[config.mk]
export PLATFORM = sky130hd
export DESIGN_NAME = shmem_bus_if
export DESIGN_NICKNAME = d
export VERILOG_FILES = /design/src/rtl/sbi_pkg.sv /design/src/rtl/sbi_addr_latch.sv /design/src/rtl/sbi_arbiter.sv /design/src/rtl/sbi_cycle_seq.sv /design/src/rtl/sbi_bus_steer.sv /design/src/rtl/shmem_bus_if.sv
export SDC_FILE = /design/constraint.sdc
export NUM_CORES = 1
export LEC_CHECK = 0
export CAP_MARGIN = 20
export CORE_MARGIN = 2
export CORE_UTILIZATION = 35
export DETAILED_ROUTE_END_ITERATION = 6
export DONT_BUFFER_PORTS = 1
export GPL_TIMING_DRIVEN = 0
export PLACE_DENSITY_LB_ADDON = 0.2
export SYNTH_ARGS = -nofsm -noshare
export SYNTH_HDL_FRONTEND = slang
export SYNTH_SLANG_ARGS = --single-unit
[constraint.sdc]
create_clock -name clk -period 2.5 [get_ports clk]
set_clock_uncertainty 0.05 [all_clocks]
set_input_delay 0.375 -clock clk [delete_from_list [all_inputs] [get_ports clk]]
set_output_delay 0.375 -clock clk [all_outputs]
set_load 0.02 [all_outputs]
[src/rtl/sbi_pkg.sv]
package sbi_pkg;

    localparam int SBI_AW = 16;
    localparam int SBI_DW = 16;

    typedef enum logic [1:0] {
        PH_IDLE = 2'd0,
        PH_SEL  = 2'd1,
        PH_STRB = 2'd2
    } phase_e;

    typedef enum logic {
        OWN_HOST = 1'b0,
        OWN_ENG  = 1'b1
    } owner_e;

    typedef struct packed {
        owner_e              owner;
        logic                we;
        logic [SBI_AW-1:0]   addr;
        logic [SBI_DW-1:0]   wdata;
    } mem_cyc_t;

    // True when the address lies inside the internal window of 2**iaw words.
    function automatic logic fits_window(input logic [SBI_AW-1:0] a, input int iaw);
        logic [SBI_AW-1:0] hi_mask;
        hi_mask = ~({SBI_AW{1'b1}} >> (SBI_AW - iaw));
        return (a & hi_mask) == '0;
    endfunction

    // Address as presented to memory: folded into the window in isolated mode.
    function automatic logic [SBI_AW-1:0] fold_addr(input logic [SBI_AW-1:0] a,
                                                     input int iaw,
                                                     input logic xparent);
        logic [SBI_AW-1:0] lo_mask;
        lo_mask = {SBI_AW{1'b1}} >> (SBI_AW - iaw);
        return xparent ? a : (a & lo_mask);
    endfunction

endpackage

[src/rtl/sbi_addr_latch.sv]
module sbi_addr_latch #(
    parameter int AW = 16
) (
    input  logic          clk,
    input  logic          rst,
    input  logic          ale,
    input  logic [AW-1:0] addr_in,
    output logic [AW-1:0] addr_eff
);
    logic [AW-1:0] held_q;

    always_ff @(posedge clk) begin
        if (rst) begin
            held_q <= '0;
        end else if (ale) begin
            held_q <= addr_in;
        end
    end

    assign addr_eff = ale ? addr_in : held_q;
endmodule

[src/rtl/sbi_arbiter.sv]
module sbi_arbiter (
    input  logic idle,
    input  logic eng_req,
    input  logic host_req,
    input  logic host_blocked,
    output logic grant_eng,
    output logic grant_host
);
    always_comb begin
        grant_eng  = idle && eng_req;
        grant_host = idle && host_req && !host_blocked && !eng_req;
    end
endmodule

[src/rtl/sbi_cycle_seq.sv]
module sbi_cycle_seq
    import sbi_pkg::*;
(
    input  logic     clk,
    input  logic     rst,
    input  logic     start,
    input  mem_cyc_t next_cyc,
    output phase_e   phase,
    output mem_cyc_t cur,
    output logic     cs_n,
    output logic     oe_n,
    output logic     we_n
);
    always_ff @(posedge clk) begin
        if (rst) begin
            phase <= PH_IDLE;
            cur   <= '0;
        end else begin
            unique case (phase)
                PH_IDLE: begin
                    if (start) begin
                        phase <= PH_SEL;
                        cur   <= next_cyc;
                    end
                end
                PH_SEL:  phase <= PH_STRB;
                PH_STRB: phase <= PH_IDLE;
                default: phase <= PH_IDLE;
            endcase
        end
    end

    always_comb begin
        cs_n = (phase == PH_IDLE);
        oe_n = !((phase == PH_STRB) && !cur.we);
        we_n = !((phase == PH_STRB) &&  cur.we);
    end
endmodule

[src/rtl/sbi_bus_steer.sv]
module sbi_bus_steer
    import sbi_pkg::*;
#(
    parameter int INT_AW = 13
) (
    input  logic              xparent,
    input  phase_e            phase,
    input  mem_cyc_t          cur,
    input  logic [SBI_DW-1:0] mem_rdata,
    input  logic              mem_en_in_n,
    output logic [SBI_AW-1:0] mem_addr,
    output logic [SBI_DW-1:0] mem_wdata,
    output logic [SBI_AW-1:0] ext_addr_out,
    output logic              ext_addr_oe,
    output logic [SBI_DW-1:0] host_rdata,
    output logic              host_rd_drive,
    output logic              host_wr_accept,
    output logic              host_ready,
    output logic              eng_ack,
    output logic              int_ram_sel
);
    logic active, strb, host_cyc, eng_cyc;

    always_comb begin
        active   = (phase != PH_IDLE);
        strb     = (phase == PH_STRB);
        host_cyc = active && (cur.owner == OWN_HOST);
        eng_cyc  = active && (cur.owner == OWN_ENG);

        mem_addr  = active ? fold_addr(cur.addr, INT_AW, xparent) : '0;
        mem_wdata = (active && cur.we) ? cur.wdata : '0;

        // Engine address travels outward only in pass-through mode.
        ext_addr_oe  = xparent && eng_cyc;
        ext_addr_out = ext_addr_oe ? cur.addr : '0;

        // Host data buffers: inward on writes, outward on reads, off for engine.
        host_wr_accept = host_cyc && cur.we;
        host_rd_drive  = host_cyc && !cur.we && strb;
        host_rdata     = host_rd_drive ? mem_rdata : '0;

        host_ready  = host_cyc && strb;
        eng_ack     = eng_cyc && strb;
        int_ram_sel = active && !mem_en_in_n;
    end
endmodule

[src/rtl/shmem_bus_if.sv]
module shmem_bus_if
    import sbi_pkg::*;
#(
    parameter int INT_AW = 13
) (
    input  logic              clk,
    input  logic              rst,
    input  logic              mode_xparent,
    input  logic              host_ale,
    input  logic [SBI_AW-1:0] host_addr_in,
    input  logic              host_req,
    input  logic              host_we,
    input  logic [SBI_DW-1:0] host_wdata,
    output logic [SBI_DW-1:0] host_rdata,
    output logic              host_rd_drive,
    output logic              host_wr_accept,
    output logic              host_ready,
    output logic              host_range_err,
    input  logic              eng_req,
    input  logic              eng_we,
    input  logic [SBI_AW-1:0] eng_addr,
    input  logic [SBI_DW-1:0] eng_wdata,
    output logic              eng_ack,
    output logic [SBI_AW-1:0] mem_addr,
    output logic [SBI_DW-1:0] mem_wdata,
    input  logic [SBI_DW-1:0] mem_rdata,
    output logic [SBI_AW-1:0] ext_addr_out,
    output logic              ext_addr_oe,
    output logic              mem_cs_n,
    output logic              mem_oe_n,
    output logic              mem_we_n,
    input  logic              mem_en_in_n,
    output logic              int_ram_sel
);
    logic [SBI_AW-1:0] host_addr_eff;
    logic              grant_eng, grant_host, idle;
    phase_e            phase;
    mem_cyc_t          cur, next_cyc;

    sbi_addr_latch #(.AW(SBI_AW)) latch_i (
        .clk      (clk),
        .rst      (rst),
        .ale      (host_ale),
        .addr_in  (host_addr_in),
        .addr_eff (host_addr_eff)
    );

    always_comb begin
        host_range_err = !mode_xparent && host_req && !fits_window(host_addr_eff, INT_AW);
        idle           = (phase == PH_IDLE);
    end

    sbi_arbiter arb_i (
        .idle         (idle),
        .eng_req      (eng_req),
        .host_req     (host_req),
        .host_blocked (host_range_err),
        .grant_eng    (grant_eng),
        .grant_host   (grant_host)
    );

    always_comb begin
        if (grant_eng) begin
            next_cyc.owner = OWN_ENG;
            next_cyc.we    = eng_we;
            next_cyc.addr  = eng_addr;
            next_cyc.wdata = eng_wdata;
        end else begin
            next_cyc.owner = OWN_HOST;
            next_cyc.we    = host_we;
            next_cyc.addr  = host_addr_eff;
            next_cyc.wdata = host_wdata;
        end
    end

    sbi_cycle_seq seq_i (
        .clk      (clk),
        .rst      (rst),
        .start    (grant_eng || grant_host),
        .next_cyc (next_cyc),
        .phase    (phase),
        .cur      (cur),
        .cs_n     (mem_cs_n),
        .oe_n     (mem_oe_n),
        .we_n     (mem_we_n)
    );

    sbi_bus_steer #(.INT_AW(INT_AW)) steer_i (
        .xparent        (mode_xparent),
        .phase          (phase),
        .cur            (cur),
        .mem_rdata      (mem_rdata),
        .mem_en_in_n    (mem_en_in_n),
        .mem_addr       (mem_addr),
        .mem_wdata      (mem_wdata),
        .ext_addr_out   (ext_addr_out),
        .ext_addr_oe    (ext_addr_oe),
        .host_rdata     (host_rdata),
        .host_rd_drive  (host_rd_drive),
        .host_wr_accept (host_wr_accept),
        .host_ready     (host_ready),
        .eng_ack        (eng_ack),
        .int_ram_sel    (int_ram_sel)
    );
endmodule

* After elaboration in Yosys (flattened, before gate mapping)
Cells that the tools add are included.
** Word-level totals
- Bits in registers :: 52
- Input bits :: 89
- Output and inout bits :: 74
- Word-level logic and storage cells :: 50
** Cells by class
- Equal/unequal tests :: 3
- Mux-type cells :: 9
- Bitwise operators :: 1
- Reductions and logical operators :: 31
** Operators by type and width (number)
- 16-bit two-way mux :: 6
- 34-bit two-way mux :: 1
- 1-bit logical AND :: 18
- 16-bit zero test :: 1
- 1-bit zero test :: 8
- 2-bit case mux with 2 select lines :: 1
- 2-bit by 1-bit equality test with 1-bit output (second input constant) :: 1
- 2-bit equality test (second input constant) :: 1
- 2-bit zero test :: 1
- 2-bit two-way mux :: 1
- 2-bit by 1-bit inequality test with 1-bit output (second input constant) :: 1
- 2-bit AND reduction :: 1
- 2-bit nonzero test :: 1
- 1-bit logical OR :: 1
- 1-bit NOT :: 1

* Depth between registers and ports, before layout
Gate-level depths: netlist (run 1).
- Word-level depth :: 10
- Depth in mapped cells :: 8

* Modules after synthesis
Synthesis (run 1) repeated with hierarchy kept, for this count alone.
** Second synthesis, totals
- Cell total of the unflattened synthesis :: 327
- Area total of the unflattened synthesis :: 3434.5 µm²
** By module, submodules not included
- sbi_cycle_seq :: times used 1, cells each 155, area an instance 1630.3 µm²
- sbi_addr_latch :: times used 1, cells each 51, area an instance 704.4 µm²
- shmem_bus_if :: times used 1, cells each 41, area an instance 574.3 µm²
- sbi_bus_steer :: times used 1, cells each 78, area an instance 505.5 µm²
- sbi_arbiter :: times used 1, cells each 2, area an instance 20.0 µm²

* Worst setup path after synthesis (run 1)
No wires, ideal clock.
- Kind :: reg-to-output
- Start point :: register seq_i.phase[1]
- End point :: output port host_rdata[10]
- Arrival time :: 1.639 ns
- Required time :: 2.075 ns
- Path slack :: 0.436 ns
- Cell stages (with the launch flop) :: 6
- Path buffers :: 1
- Path through :: dfxtp_1 -> nor2b_1 -> nand2b_1 -> nor2_1 -> clkbuf_1 -> and2_1
** Between the ends
- Longest elaborated chain between the ends :: 5
- Elaborated cells on any way between the ends :: 6
- Classes of those cells :: eq/ne: 1; mux: 1; reduce/logical: 4
** RTL lines
- start: declaration :: line sbi_cycle_seq.sv:8 : output phase_e phase,
- start signal: assignment :: line sbi_cycle_seq.sv:16 : phase <= PH_IDLE;
- start signal: assignment :: line sbi_cycle_seq.sv:22 : phase <= PH_SEL;
- start signal: assignment :: line sbi_cycle_seq.sv:26 : PH_SEL: phase <= PH_STRB;
- 2-bit nonzero test :: line sbi_bus_steer.sv:25 : active = (phase != PH_IDLE);
- 1-bit logical AND :: line sbi_bus_steer.sv:27 : host_cyc = active && (cur.owner == OWN_HOST);
- 1-bit logical AND :: line sbi_bus_steer.sv:39 : host_rd_drive = host_cyc && !cur.we && strb;
- 1-bit logical AND (*) :: line sbi_bus_steer.sv:39
- net host_rd_drive :: line shmem_bus_if.sv:15 : output logic host_rd_drive,
- 16-bit two-way mux (*) :: line sbi_bus_steer.sv:40 : host_rdata = host_rd_drive ? mem_rdata : '0;
- end: declaration :: line shmem_bus_if.sv:14 : output logic [SBI_DW-1:0] host_rdata,
The timed path passes the listed nets; every way through them passes the cells marked *.

* Worst setup path in the final report (run 1)
- Start point :: register seq_i.phase[0]
- End point :: output port ext_addr_out[13]
** Between the ends
- Longest elaborated chain between the ends :: 4
** RTL lines
- 2-bit nonzero test :: line sbi_bus_steer.sv:25
- 1-bit logical AND :: line sbi_bus_steer.sv:28 : eng_cyc = active && (cur.owner == OWN_ENG);
- 1-bit logical AND :: line sbi_bus_steer.sv:34 : ext_addr_oe = xparent && eng_cyc;
- net ext_addr_oe :: line shmem_bus_if.sv:28 : output logic ext_addr_oe,
- 16-bit two-way mux :: line sbi_bus_steer.sv:35 : ext_addr_out = ext_addr_oe ? cur.addr : '0;
- end: declaration :: line shmem_bus_if.sv:27 : output logic [SBI_AW-1:0] ext_addr_out,
The timed path passes the listed nets, and every way through them passes these cells.

==> results.toml, run 1 <==
[status]
status = "complete, no violations"

[setup_path]
cp.depth = 5
critPathTopFamily = "simple AND/OR/NAND/NOR gates"
critPathLaunch = "seq_i.phase[0]"
crit_arrival_ns = 1.83
path_cells = "or2_1 -> buf_2 -> and3_2 -> clkbuf_4 -> and2_1"
end_kind = "output pin"
crit_path_top_delay_cell = "dfxtp_1"
timing.rr.start = "seq_i.phase[0]"
cp-start-kind = "register"
ff2ff_setup_slack_ns = 0.52
r2r_end = "seq_i.cur[21]"
worstPathRequired_ns = 2.08
critPathMaxFanout = 10
criticalPathCategory = "register to output pin"
endpoint = "ext_addr_out[13]"
max_stage_delay_ns = 0.38
worst-r2r-cell-count = 7
crit_buf_inv = 2

[global_routing]
grt_pass1_vias = 2241
grt_usage_pct = 17.2
grt_first_pass_wirelength_mm = 11.6
antenna_found_initial = 0
grt_max_degree = 17
grt-ovfl-total = 0

[final_layout]
area_delta_synth_final_pct = 9.21
utilization_pct = 39.4
final_nets = 422
drive_gt1_share_pct = 9.88
n_fill_cell = 813
insertedDiodeCount = 0

[yosys]
synth_edf_count = 0
synth_flop_cell = "dfxtp_1"
ys_seq_area_share_pct = 37.6
syn_area_um2 = 2770
syn_inst = 327
async_flop_share_pct = 0
synth_seq_cells = 52
yosysWarningCount = 0
synth_nets = 416
avgSynthCellArea_um2 = 8.47
synth_cell_types = 34

[timing]
rsz0062_at_grt = "no"
tns_ns = 0
max_freq_mhz = 443
setup_violations = 0
slew-limit-headroom_pct = 23.7
final_max_slew_viol_count = 0
min_period_over_period_pct = 90.3
tightestPinTransition_ns = 1.13
hold_viol = 0
fin_crit_ns = 2.26

[hold_path]
min_from = "eng_addr[9]"
hold_path_depth = 2
min_path_type = "input port to register"

[floorplanning]
die_area_um2 = 8640
io_pins = 163
initial_core_util_pct = 36.0
core_area_um2 = 7690
row_count = 32
dieHeight_um = 93.0
fp.dieW_um = 93.0

[clock_network]
clk_pin_slew_ns = 0.10
cts_root_buf = "clkbuf_8"
tritoncts = "yes"
clock-sinks = 52
numCtsBuffers = 5
cts_hold_buf = 0
clk_latency_ns = 0.30
htree_levels = 2
clockBufferDepth = 2

[power_and_ir_drop]
p_leak_nw = 1.28
vdd_ir_drop_max_v = 0.000279
power_density_nw_per_um2 = 656
totalPowerFinal_mw = 1.98

[placement]
gp_congestion = 0.698
hpwlAfterDp_mm = 6.03
portBuffers = 0

[routing]
drcViolationCount = 0
drt_iter0_markers = 99
routedWlPerCell_um = 17.9
antenna_left = 0
finalWirelength_mm = 7.80
viasPerCell = 5.36
vias = 2337
dr.pass1.iters = 4

[run]
max_cap_violations = 0
## cell usage in the layout (no fill, tap or decap), types with 2 or more instances in the layout
master | synthesis | routed
nor3b_1 | 2 | 2
buf_6 | 5 | 5
nand2_1 | 12 | 12
o211ai_1 | 3 | 3
mux2_2 | 2 | 2
o221ai_1 | 10 | 10
buf_1 | 3 | 2
o221a_2 | 3 | 3
mux2i_1 | 34 | 34
clkbuf_1 | 17 | 14
inv_1 | 18 | 18
and2_1 | 38 | 38
and3_1 | 22 | 21
buf_2 | 2 | 3
or3_1 | 17 | 17
o21ai_0 | 20 | 20
a21oi_1 | 23 | 23
nor2_1 | 28 | 27
dfxtp_1 | 52 | 52
clkbuf_8 | 0 | 5
## logic make-up (layout without fill, tap and decap cells)
family | after synthesis | count (layout) | synth area share, %
flip-flops | 52 | 52 | 37.6
AO/OA/AOI/OAI | 63 | 63 | 14.1
AND/OR/NAND/NOR | 129 | 129 | 27.2
multiplexers | 36 | 36 | 13.1
buffers and inverters | 47 | 54 | 7.95
## synthesized netlist by cell type, types with 2 or more instances
| cell type | count | area, um^2 |
|---|---|---|
| nand2_1 | 12 | 45.0 |
| o211ai_1 | 3 | 22.5 |
| nor3b_1 | 2 | 15.0 |
| clkbuf_1 | 17 | 63.8 |
| nor2_1 | 28 | 105 |
| buf_6 | 5 | 56.3 |
| mux2_2 | 2 | 22.5 |
| nor2b_1 | 2 | 12.5 |
| and2_1 | 38 | 238 |
| mux2i_1 | 34 | 340 |
| o221ai_1 | 10 | 87.6 |
| and3_1 | 22 | 138 |
| or3_1 | 17 | 106 |
| o221a_2 | 3 | 33.8 |
| buf_2 | 2 | 10.0 |
| inv_1 | 18 | 67.6 |
| a21oi_1 | 23 | 115 |
| o21ai_0 | 20 | 100 |
| buf_1 | 3 | 11.3 |
| dfxtp_1 | 52 | 1040 |
## power by group
| group | switching, mW | internal, mW | leakage (nW) |
|---|---|---|---|
| logic | 0.289 | 0.166 | 0.792 |
| clock network | 0.285 | 0.297 | 0.0541 |
| registers | 0.0374 | 0.909 | 0.429 |
| total | 0.612 | 1.37 | 1.28 |
## timing repair
item | CTS | global route
setup endpoints to repair | 20 | 9
setup buffers | 0 | 0
resized for setup | 5 | 4
## final cells by class
cell class | instances | area [um^2] | share of cell area, %
multi-input combinational | 228 | 1520 | 50.3
sequential | 52 | 1040 | 34.4
buffer | 27 | 151 | 5.00
tap | 102 | 128 | 4.22
inverter | 19 | 71.3 | 2.36
clock buffer | 5 | 68.8 | 2.27
clock inverter | 3 | 42.5 | 1.41
## metal layers
layer,up-vias,part of all wire [%],track usage (%)
met3,8,8.2,4.80
met2,106,48,29.6
met1,1083,42,21.2
li1,1140,-,-
met5,-,0,0
met4,0,1.2,4.17
## worst min path at each step
stage	end	slack (ns)
floorplan	seq_i.phase[1]	0.38
global placement	seq_i.phase[1]	0.39
detailed placement	seq_i.phase[1]	0.41
CTS	seq_i.cur[25]	0.12
global route	seq_i.cur[25]	0.12
finish	seq_i.cur[25]	0.13
## state kept, by name, indices dropped and copies added (netlist names)
signal	count
latch_i.held_q	16
seq_i.phase	2
seq_i.cur	34
## stage by stage
| step | area [um^2] | worst slack, ns | hold WS [ns] | cells |
|---|---|---|---|---|
| after detailed placement | 2900 | 0.0562 | 0.408 | 429 |
| after global placement | 2900 | 0.0842 | 0.389 | 429 |
| after floorplan | 2770 | 0.436 | 0.378 | 327 |
| final | 3030 | 0.244 | 0.128 | 436 |
| after global routing | 3030 | 0.100 | 0.122 | 436 |
| after CTS | 3010 | 0.0492 | 0.124 | 436 |
Note: power is estimated with default switching activity, not from simulation.
==> inputs of run 2 (changes only) <==
- CORE_UTILIZATION: 35 -> 40
==> run 2 against run 1 <==
Non-clock buffer count up 1. Combinational power about the same. Sequential power about the same. Flip-flop and latch count unchanged. Global-route usage up 2.3 points. Register-to-register slack about the same. First-iteration DRC count down 24%. Critical endpoint unchanged. Highest routed layer unchanged.
==> results.toml, run 2 (synthesis results as in run 1) <==
[floorplanning]
fp.dieW_um = 87.2
dieHeight_um = 87.2
row_count = 30
core_area_um2 = 6760
io_pins = 163
initial_core_util_pct = 41.0
die_area_um2 = 7610

[status]
status = "complete, no violations"

[run]
max_cap_violations = 0

[setup_path]
endpoint = "ext_addr_out[13]"
critPathTopFamily = "simple AND/OR/NAND/NOR gates"
worstPathRequired_ns = 2.08
ff2ff_setup_slack_ns = 0.53
timing.rr.start = "seq_i.phase[0]"
r2r_end = "seq_i.cur[27]"
critPathLaunch = "seq_i.phase[1]"
critPathMaxFanout = 10
max_stage_delay_ns = 0.38
crit_arrival_ns = 1.87
crit_path_top_delay_cell = "dfxtp_1"
path_cells = "or2_1 -> buf_2 -> and3_2 -> clkbuf_4 -> and2_1"
crit_buf_inv = 2
cp-start-kind = "register"
criticalPathCategory = "register to output pin"
cp.depth = 5
worst-r2r-cell-count = 7
end_kind = "output pin"

[global_routing]
antenna_found_initial = 0
grt_first_pass_wirelength_mm = 11.4
grt-ovfl-total = 0
grt_max_degree = 17
grt_pass1_vias = 2249
grt_usage_pct = 19.5

[timing]
setup_violations = 0
hold_viol = 0
slew-limit-headroom_pct = 51.0
tns_ns = 0
rsz0062_at_grt = "no"
tightestPinTransition_ns = 0.735
final_max_slew_viol_count = 0
fin_crit_ns = 2.30
min_period_over_period_pct = 92.0
max_freq_mhz = 435

[routing]
routedWlPerCell_um = 18.8
vias = 2350
antenna_left = 0
finalWirelength_mm = 7.80
dr.pass1.iters = 4
viasPerCell = 5.66
drt_iter0_markers = 75
drcViolationCount = 0

[final_layout]
layout_common_cells = "52 x dfxtp_1, 37 x and2_1, 34 x mux2i_1"
drive_gt1_share_pct = 10.1
n_fill_cell = 678
seq_area_um2 = 1040
final_nets = 423
top_register = "seq_i.cur"
largest_reg_flops = 34
utilization_pct = 44.4
mostFrequentLayoutCell = "dfxtp_1"
insertedDiodeCount = 0
multi_input_area_um2 = 1520
area_delta_synth_final_pct = 8.36
reg.largest.list = "seq_i.cur (34), latch_i.held_q (16), seq_i.phase (2)"

[clock_network]
numCtsBuffers = 5
cts_root_buf = "clkbuf_8"
cts_setup_buffers = 0
clk_latency_ns = 0.31
clock-sinks = 52
clockBufferDepth = 2
tritoncts = "yes"
htree_levels = 2
clk_pin_slew_ns = 0.10

[placement]
gp_congestion = 0.755
portBuffers = 0
hpwlAfterDp_mm = 5.82

[power_and_ir_drop]
vdd_ir_drop_max_v = 0.000259
power_density_nw_per_um2 = 661
p_leak_nw = 1.28

[hold_path]
min_path_type = "input port to register"
-- run 2: area by class of cell --
class	instances	share of cell area (%)
multi-input combinational	228	50.7
sequential	52	34.7
buffer	27	5.04
tap	80	3.33
inverter	19	2.38
clock buffer	5	2.29
clock inverter	3	1.42
timing repair buffer	1	0.167
-- run 2: worst min-delay path by stage --
stage	startpoint	endpoint	slack [ns]	depth (start not counted)
after floorplan	seq_i.phase[1]	seq_i.phase[1]	0.38	1
after global placement	seq_i.phase[1]	seq_i.phase[1]	0.39	1
after detailed placement	seq_i.phase[1]	seq_i.phase[1]	0.41	1
after CTS	eng_addr[3]	seq_i.cur[19]	0.12	2
after global routing	eng_addr[4]	seq_i.cur[20]	0.12	2
final	eng_addr[9]	seq_i.cur[25]	0.13	2
-- run 2: what timing repair did --
action,CTS,global route
hold buffers,0,0
resized for setup,5,5
setup endpoints to repair,27,11
hold endpoints to repair,0,0
-- run 2: per-layer routing --
layer	wire length, um	GRT usage [%]	up-vias
met5	0	0	-
li1	-	-	1137
met2	3830	33.8	109
met3	591	5.88	13
met4	158	5.73	0
met1	3220	23.3	1091
-- run 2: where the power goes --
part	internal (mW)	switching (mW)	leakage [nW]
combinational	0.166	0.289	0.799
clock	0.297	0.283	0.0541
sequential	0.909	0.0389	0.429
total	1.37	0.611	1.28
-- run 2: stage by stage --
| stage | cell area (um^2) | instances | setup slack [ns] | power, mW | hold slack (ns) |
|---|---|---|---|---|---|
| after floorplan | 2770 | 327 | 0.436 | 1.32 | 0.378 |
| after global placement | 2870 | 407 | 0.0532 | 1.41 | 0.391 |
| after detailed placement | 2880 | 408 | 0.00831 | 1.42 | 0.407 |
| after CTS | 2990 | 415 | 0.00826 | 2.00 | 0.121 |
| after global routing | 3000 | 415 | 0.0137 | 2.09 | 0.115 |
| final | 3000 | 415 | 0.201 | 1.98 | 0.127 |
